[src/rtl/priv_mode_pkg.sv]
package priv_mode_pkg;
   typedef struct packed {
      logic       trace;
      logic       rsv6;
      logic       sup;
      logic [1:0] rsv43;
      logic [2:0] imask;
   } sys_t;

   localparam logic [7:0] SYS_WMASK = 8'hA7;

   localparam logic [2:0] FC_UDATA = 3'b001;
   localparam logic [2:0] FC_UPROG = 3'b010;
   localparam logic [2:0] FC_SDATA = 3'b101;
   localparam logic [2:0] FC_SPROG = 3'b110;
   localparam logic [2:0] FC_IACK  = 3'b111;
endpackage

[src/rtl/priv_sysreg.sv]
module priv_sysreg
   import priv_mode_pkg::*;
#(
   parameter logic [2:0] RST_MASK = 3'b111
) (
   input  logic       clk,
   input  logic       rst_n,
   input  logic       exc_take,
   input  logic       sr_wr,
   input  logic [7:0] sr_wdata,
   output sys_t       sys_q,
   output sys_t       saved_q
);
   localparam sys_t RST_SYS = '{trace: 1'b0, rsv6: 1'b0, sup: 1'b1,
                                rsv43: 2'b00, imask: RST_MASK};

   always_ff @(posedge clk) begin
      if (!rst_n) begin
         sys_q   <= RST_SYS;
         saved_q <= RST_SYS;
      end else if (exc_take) begin
         saved_q     <= sys_q;
         sys_q.sup   <= 1'b1;
         sys_q.trace <= 1'b0;
      end else if (sr_wr && sys_q.sup) begin
         sys_q <= sys_t'(sr_wdata & SYS_WMASK);
      end
   end
endmodule

[src/rtl/priv_spbank.sv]
module priv_spbank #(
   parameter int SP_W = 32
) (
   input  logic            clk,
   input  logic            rst_n,
   input  logic            sel,
   input  logic            wr,
   input  logic [SP_W-1:0] wdata,
   output logic [SP_W-1:0] rdata
);
   localparam int NCOPY = 2;

   logic [SP_W-1:0] copy_q [NCOPY];

   for (genvar i = 0; i < NCOPY; i++) begin : g_copy
      always_ff @(posedge clk) begin
         if (!rst_n)
            copy_q[i] <= '0;
         else if (wr && (int'(sel) == i))
            copy_q[i] <= wdata;
      end
   end

   assign rdata = copy_q[sel];
endmodule

[src/rtl/priv_fcgen.sv]
module priv_fcgen
   import priv_mode_pkg::*;
(
   input  logic       sup,
   input  logic       prog,
   input  logic       iack,
   output logic [2:0] fc
);
   always_comb begin
      if (iack)
         fc = FC_IACK;
      else if (sup)
         fc = prog ? FC_SPROG : FC_SDATA;
      else
         fc = prog ? FC_UPROG : FC_UDATA;
   end
endmodule

[src/rtl/priv_traps.sv]
module priv_traps (
   input  logic clk,
   input  logic rst_n,
   input  logic sup,
   input  logic trace_on,
   input  logic sr_wr,
   input  logic priv_exec,
   input  logic instr_done,
   output logic priv_trap,
   output logic trace_trap
);
   always_ff @(posedge clk) begin
      if (!rst_n) begin
         priv_trap  <= 1'b0;
         trace_trap <= 1'b0;
      end else begin
         priv_trap  <= !sup && (sr_wr || priv_exec);
         trace_trap <= trace_on && instr_done;
      end
   end
endmodule

[src/rtl/priv_mode_ctl.sv]
module priv_mode_ctl
   import priv_mode_pkg::*;
#(
   parameter int         SP_W     = 32,
   parameter logic [2:0] RST_MASK = 3'b111
) (
   input  logic            clk,
   input  logic            rst_n,
   input  logic            exc_take,
   input  logic            sr_wr,
   input  logic [7:0]      sr_wdata,
   input  logic            priv_exec,
   input  logic            instr_done,
   input  logic            acc_prog,
   input  logic            acc_iack,
   input  logic            sp_wr,
   input  logic [SP_W-1:0] sp_wdata,
   output logic            super_mode,
   output logic [7:0]      sys_byte,
   output logic [7:0]      saved_sys,
   output logic [2:0]      fc,
   output logic            sp_sel,
   output logic [SP_W-1:0] sp_rdata,
   output logic            priv_trap,
   output logic            trace_trap
);
   if (SP_W < 16 || SP_W > 64) begin : g_bad_width
      $error("priv_mode_ctl: SP_W must lie in 16..64");
   end

   sys_t sys_q, saved_q;

   priv_sysreg #(.RST_MASK(RST_MASK)) u_sys (
      .clk(clk), .rst_n(rst_n), .exc_take(exc_take),
      .sr_wr(sr_wr), .sr_wdata(sr_wdata),
      .sys_q(sys_q), .saved_q(saved_q));

   priv_spbank #(.SP_W(SP_W)) u_sp (
      .clk(clk), .rst_n(rst_n), .sel(sys_q.sup), .wr(sp_wr),
      .wdata(sp_wdata), .rdata(sp_rdata));

   priv_fcgen u_fc (
      .sup(sys_q.sup), .prog(acc_prog), .iack(acc_iack), .fc(fc));

   priv_traps u_trap (
      .clk(clk), .rst_n(rst_n), .sup(sys_q.sup), .trace_on(sys_q.trace),
      .sr_wr(sr_wr), .priv_exec(priv_exec), .instr_done(instr_done),
      .priv_trap(priv_trap), .trace_trap(trace_trap));

   assign super_mode = sys_q.sup;
   assign sp_sel     = sys_q.sup;
   assign sys_byte   = sys_q;
   assign saved_sys  = saved_q;
endmodule

[config.mk]
export PLATFORM = sky130hd
export DESIGN_NAME = priv_mode_ctl
export DESIGN_NICKNAME = d
export VERILOG_FILES = /design/src/rtl/priv_mode_pkg.sv /design/src/rtl/priv_sysreg.sv /design/src/rtl/priv_spbank.sv /design/src/rtl/priv_fcgen.sv /design/src/rtl/priv_traps.sv /design/src/rtl/priv_mode_ctl.sv
export SDC_FILE = /design/constraint.sdc
export NUM_CORES = 1
export LEC_CHECK = 0
export ABC_CLOCK_PERIOD_IN_PS = 7600
export BUFFER_PORTS_ARGS = -buffer_cell sky130_fd_sc_hd__buf_2
export CORE_MARGIN = 2
export CORE_UTILIZATION = 45
export CTS_CLUSTER_SIZE = 40
export DETAILED_ROUTE_END_ITERATION = 12
export PLACE_DENSITY_LB_ADDON = 0.15
export SLEW_MARGIN = 40
export SYNTH_ARGS = -nofsm -noshare
export SYNTH_HDL_FRONTEND = slang
export SYNTH_SLANG_ARGS = --single-unit
[constraint.sdc]
create_clock -name clk -period 7.6 [get_ports clk]
set_clock_uncertainty 0.1 [all_clocks]
set_input_delay 0.38 -clock clk [delete_from_list [all_inputs] [get_ports clk]]
set_output_delay 0.38 -clock clk [all_outputs]
set_load 0.05 [all_outputs]
; Word level (Yosys, flattened, before mapping)
; Memory sizes are Yosys's and may differ from the RTL's. A register that Yosys moved wholly into a read port is not among the register bits.
; Index checks and enable logic that the tools add are counted.
[totals]
reg_bits = 12
latch_bits = 0
mem_bits_rw = 64
rom_bits = 0
out_inout_bits = 55
n_memories = 1
[memory_table]
columns = memory, depth, word_bits, read_ports, rd_clocked_by_memory_dff, wr, line_no
row1 = u_sp.copy_q, 2, 32, 1, 1, 2, priv_spbank.sv:13  ; logic [SP_W-1:0] copy_q [NCOPY];
[op_classes]
n_addsub = 0
multipliers = 0
div_mod_pow = 0
n_lt_le_gt_ge = 0
eq_ne = 0
n_shift = 0
mux = 15
n_bitwise = 5
n_reduce_logical = 9
[op_table]
columns = cell, count
row1 = 32-bit two-way mux, 2
row2 = 1-bit two-way mux, 9
row3 = 3-bit two-way mux, 2
row4 = 1-bit logical AND, 5
row5 = 2-bit two-way mux, 2
row6 = 1-bit NOT, 3
row7 = 1-bit OR, 2
row8 = 2-bit AND reduction, 1
row9 = 2-bit OR reduction, 1
row10 = 1-bit zero test, 1
row11 = 1-bit logical OR, 1

; Logic depth before layout (Yosys ltp)
[depth]
word_depth = 6
depth_mapped = 4
depth_no_buf = 2

; Modules after synthesis
; A second synthesis with hierarchy kept.
[hier_totals]
cells_unflattened = 268
area_unflattened_um2 = 3442.1
[by_module_without_submodules]
columns = module, instances, cells_per_inst, area_each_um2, seq_area_each_um2
row1 = priv_spbank, 1, 212, 2895.3, 1921.8
row2 = priv_sysreg, 1, 46, 450.4, 200.2
row3 = priv_traps, 1, 5, 62.6, 40.0
row4 = priv_fcgen, 1, 3, 18.8, 0.0
row5 = priv_mode_ctl, 1, 2, 15.0, 0.0

; Worst setup path before layout
; OpenSTA, ideal clock, no wires.
[synth_path]
kind = register to register
from = register, netlist name u_sys.sys_q[5]
to = memory u_sp.copy_q[1][0] (enable)
setup_ns = 0.466
arrival_ns = 3.302
required_ns = 7.034
path_slack_ns = 3.732
path_stages_with_launch = 4
path_buffers = 1
synth_period_minus_slack_ns = 3.868
path_cell_list = dfxtp_1 buf_2 inv_1 o21ai_0
[synth_lines]
columns = item, line_no
row1 = "end, declared", priv_spbank.sv:13

==> impl_metrics.tcl <==
set metrics [dict create \
    detailroute.wirelength.met2_um 3060 \
    antenna-diode-count 0 \
    detailed_place_hpwl_um 4050 \
    avgViaCountPerCell 4.72 \
    cts.sink_count 77 \
    syn-cell-area_um2 3490 \
    tritoncts "done" \
    core_region_area_um2 7610 \
    synth.mux.area_fraction_pct 15.0 \
    netlist_instances 272 \
    finalSetupTns_ns 0 \
    placement_rows 32 \
    grt_start_max_net_pins 34 \
    flow.area_growth_from_synthesis_pct 19.8 \
    sort_of_element_at_the_start_of_the_critical_path "register" \
    synth_sequential_area_ratio_pct 62.5 \
    holdWs_ns 0.152 \
    drt_wl_total_um 6530 \
    slew-limit-headroom_pct 57.3 \
    final_period_minus_worst_setup_slack_ns 2.18 \
    synth_compound_area_share_pct 1.65 \
    worstPathArrival_ns 1.70 \
    layout-drive-gt1-share_pct 41.1 \
    post_synth_xor_area_fraction_pct 0 \
    power.density_nw_per_um2 233 \
    nFillCells 695 \
    final_antenna_net_count 0 \
    grt_first_pass_wirelength_um 10100 \
    cts_htree_levels 3 \
    floorplan.die.height_um 92.1 \
    cts_inserted_buffers 9 \
    finalWeightedCongestion 0.647 \
    grtUsageTotal_pct 15.8 \
    max_cap_viol_count 0 \
    register_bit_total_from_synthesis 77 \
    result_of_the_run "finished, final reports clean" \
    synthSimpleGateAreaFrac_pct 13.7 \
    layout_commonest_cell "sky130_fd_sc_hd__buf_2" \
    ctsResizeCount 0 \
    fp.dieW_um 92.1 \
    ir_drop_mv 0.123 \
    grt_pass1_vias 2091 \
    cts_root_buf "sky130_fd_sc_hd__clkbuf_8" \
    p_leak_nw 1.91 \
    clk_pin_slew_ns 0.07 \
    max_freq_ghz 0.458 \
    setup_repair_after_global_routing_missed_its_margin "false" \
    yosysUniqueCellTypes 23 \
    met1_length_um 2960 \
    dr_total_vias 2203 \
    mostFrequentLayoutCells "sky130_fd_sc_hd__buf_2 (94), sky130_fd_sc_hd__nor2_1 (66), sky130_fd_sc_hd__edfxtp_1 (64), sky130_fd_sc_hd__nand2_1 (37), sky130_fd_sc_hd__mux2_4 (30)" \
    timing.hold.worst.class "in2reg" \
    post_drt_wl_per_cell_um 14.0 \
    final.period_utilization_pct 28.7 \
    maxSlewViolCount 0 \
    met3_routed_length_um 388 \
    setup_viol 0 \
    postSynthAreaPerCell_um2 12.8 \
    synth_area_leaders "sky130_fd_sc_hd__edfxtp_1 (55%), sky130_fd_sc_hd__mux2_4 (13%), sky130_fd_sc_hd__dfxtp_1 (7.4%), sky130_fd_sc_hd__nor2_1 (7.1%), sky130_fd_sc_hd__nand2_1 (4.0%)" \
    dr.first_iter.drc_count 44 \
    start_util_pct 45.9 \
    io_buffer_count 94 \
    detail_route.drc_violations 0 \
    top_layer_used "met4" \
    worst_margin_slew_ns 0.641 \
    yosysWarnings 0 \
    ports_placed_on_the_boundary 104 \
    grt_antenna_before_repair 0 \
    clock_latency_ns 0.34 \
    final_hold_viol_count 0 \
    design.die.area_um2 8480 \
    crit_fanout 32 \
    yosysTopAreaCellShare_pct 55.0 \
    netlist.top_cell.by_area "sky130_fd_sc_hd__edfxtp_1" \
    first_pass_iters 5 \
    globalRouteOverflowTotal 0 \
    synth_top_family_by_area "multiplexers" \
    setup.worst_path.class "reg2out" \
    num-nets-final 410 \
    yosys.area_share.adder_pct 0 \
    postCtsHoldBufs 0 \
    cts_buffer_depth 2 \
    layout.core_utilization_pct 55.0 \
    critPathCaptureType "output port" \
    critPathRequiredTime_ns 7.12 \
    post_cts_buffers 0 \
]
==> cells by family after synthesis <==
kind of cell	after synthesis
flops	77
simple gates	116
buf+inv	32
compound gates	9
other cells	1
mux	37
==> report_power, final <==
part | leakage (nW) | internal [mW] | switching (mW) | total, mW
clock | 0.0998 | 0.182 | 0.141 | 0.322
combinational | 1.03 | 0.0517 | 0.112 | 0.164
sequential | 0.789 | 0.480 | 0.0101 | 0.490
total | 1.91 | 0.714 | 0.263 | 0.977
==> cell type report <==
type	count	area (um^2)	area share, %
flip-flops and latches	77	2190	52.2
clock buffers	10	128	3.05
multi-input cells	168	1100	26.4
clock inverters	5	76.3	1.82
inverters	5	18.8	0.448
well taps	102	128	3.05
repair buffers	100	546	13.0
==> per-stage QoR <==
| step | setup WS, ns | area, um^2 | cells | power (mW) |
|---|---|---|---|---|
| after global placement | 4.99 | 3920 | 448 | 0.661 |
| after detailed placement | 5.28 | 3980 | 452 | 0.666 |
| after floorplan | 3.73 | 3510 | 277 | 0.630 |
| final | 5.42 | 4190 | 467 | 0.977 |
| after global routing | 5.30 | 4190 | 467 | 1.01 |
| after CTS | 5.34 | 4190 | 467 | 0.986 |
==> cells in the mapped netlist <==
library cell	number
sky130_fd_sc_hd__buf_12	3
sky130_fd_sc_hd__nand2b_1	2
sky130_fd_sc_hd__mux2i_1	5
sky130_fd_sc_hd__nand4b_1	3
sky130_fd_sc_hd__nor2_1	66
sky130_fd_sc_hd__mux2_4	30
sky130_fd_sc_hd__a21boi_0	1
sky130_fd_sc_hd__and3_1	2
sky130_fd_sc_hd__buf_4	10
sky130_fd_sc_hd__dfxtp_1	13
sky130_fd_sc_hd__nand2_1	37
sky130_fd_sc_hd__o21ai_0	4
sky130_fd_sc_hd__inv_1	5
sky130_fd_sc_hd__nor2b_1	3
sky130_fd_sc_hd__edfxtp_1	64
sky130_fd_sc_hd__mux2_2	2
sky130_fd_sc_hd__o211ai_1	3
sky130_fd_sc_hd__or2_2	2
sky130_fd_sc_hd__o21a_1	1
sky130_fd_sc_hd__conb_1	1
sky130_fd_sc_hd__buf_6	4
sky130_fd_sc_hd__buf_2	10
sky130_fd_sc_hd__and3b_1	1
==> final timing paths <==
path | from | end | slack, ns | cells past startpoint
worst max-delay path | register | sp_rdata[25] | 5.42 | 2
worst min-delay path | priv_exec | u_trap.priv_trap | 0.15 | 3
worst max register to register | u_sys.sys_q[5] | u_sp.copy_q[1][8] | 5.72 | 3
worst min register to register | u_sys.saved_q[2] | u_sys.saved_q[2] | 0.37 | 2
==> worst max-delay path, stage by stage (launching register included) <==
cell and delay (ns):
sky130_fd_sc_hd__dfxtp_4 0.74, sky130_fd_sc_hd__mux2_2 0.41, sky130_fd_sc_hd__buf_2 0.21
==> layer usage <==
layer | GRT usage [%] | up-vias
met5 | 0 | -
met4 | 8.21 | 0
met3 | 3.53 | 9
met2 | 25.7 | 75
met1 | 19.8 | 1037
li1 | - | 1082
==> state kept, by name, indices dropped and copies added, names as in the netlist, named ones only <==
signal             flops
u_trap.trace_trap      1
u_sys.sys_q            5
u_sys.saved_q          5
u_sp.copy_q           64
u_trap.priv_trap       1
(Power assumes the default switching activity.)
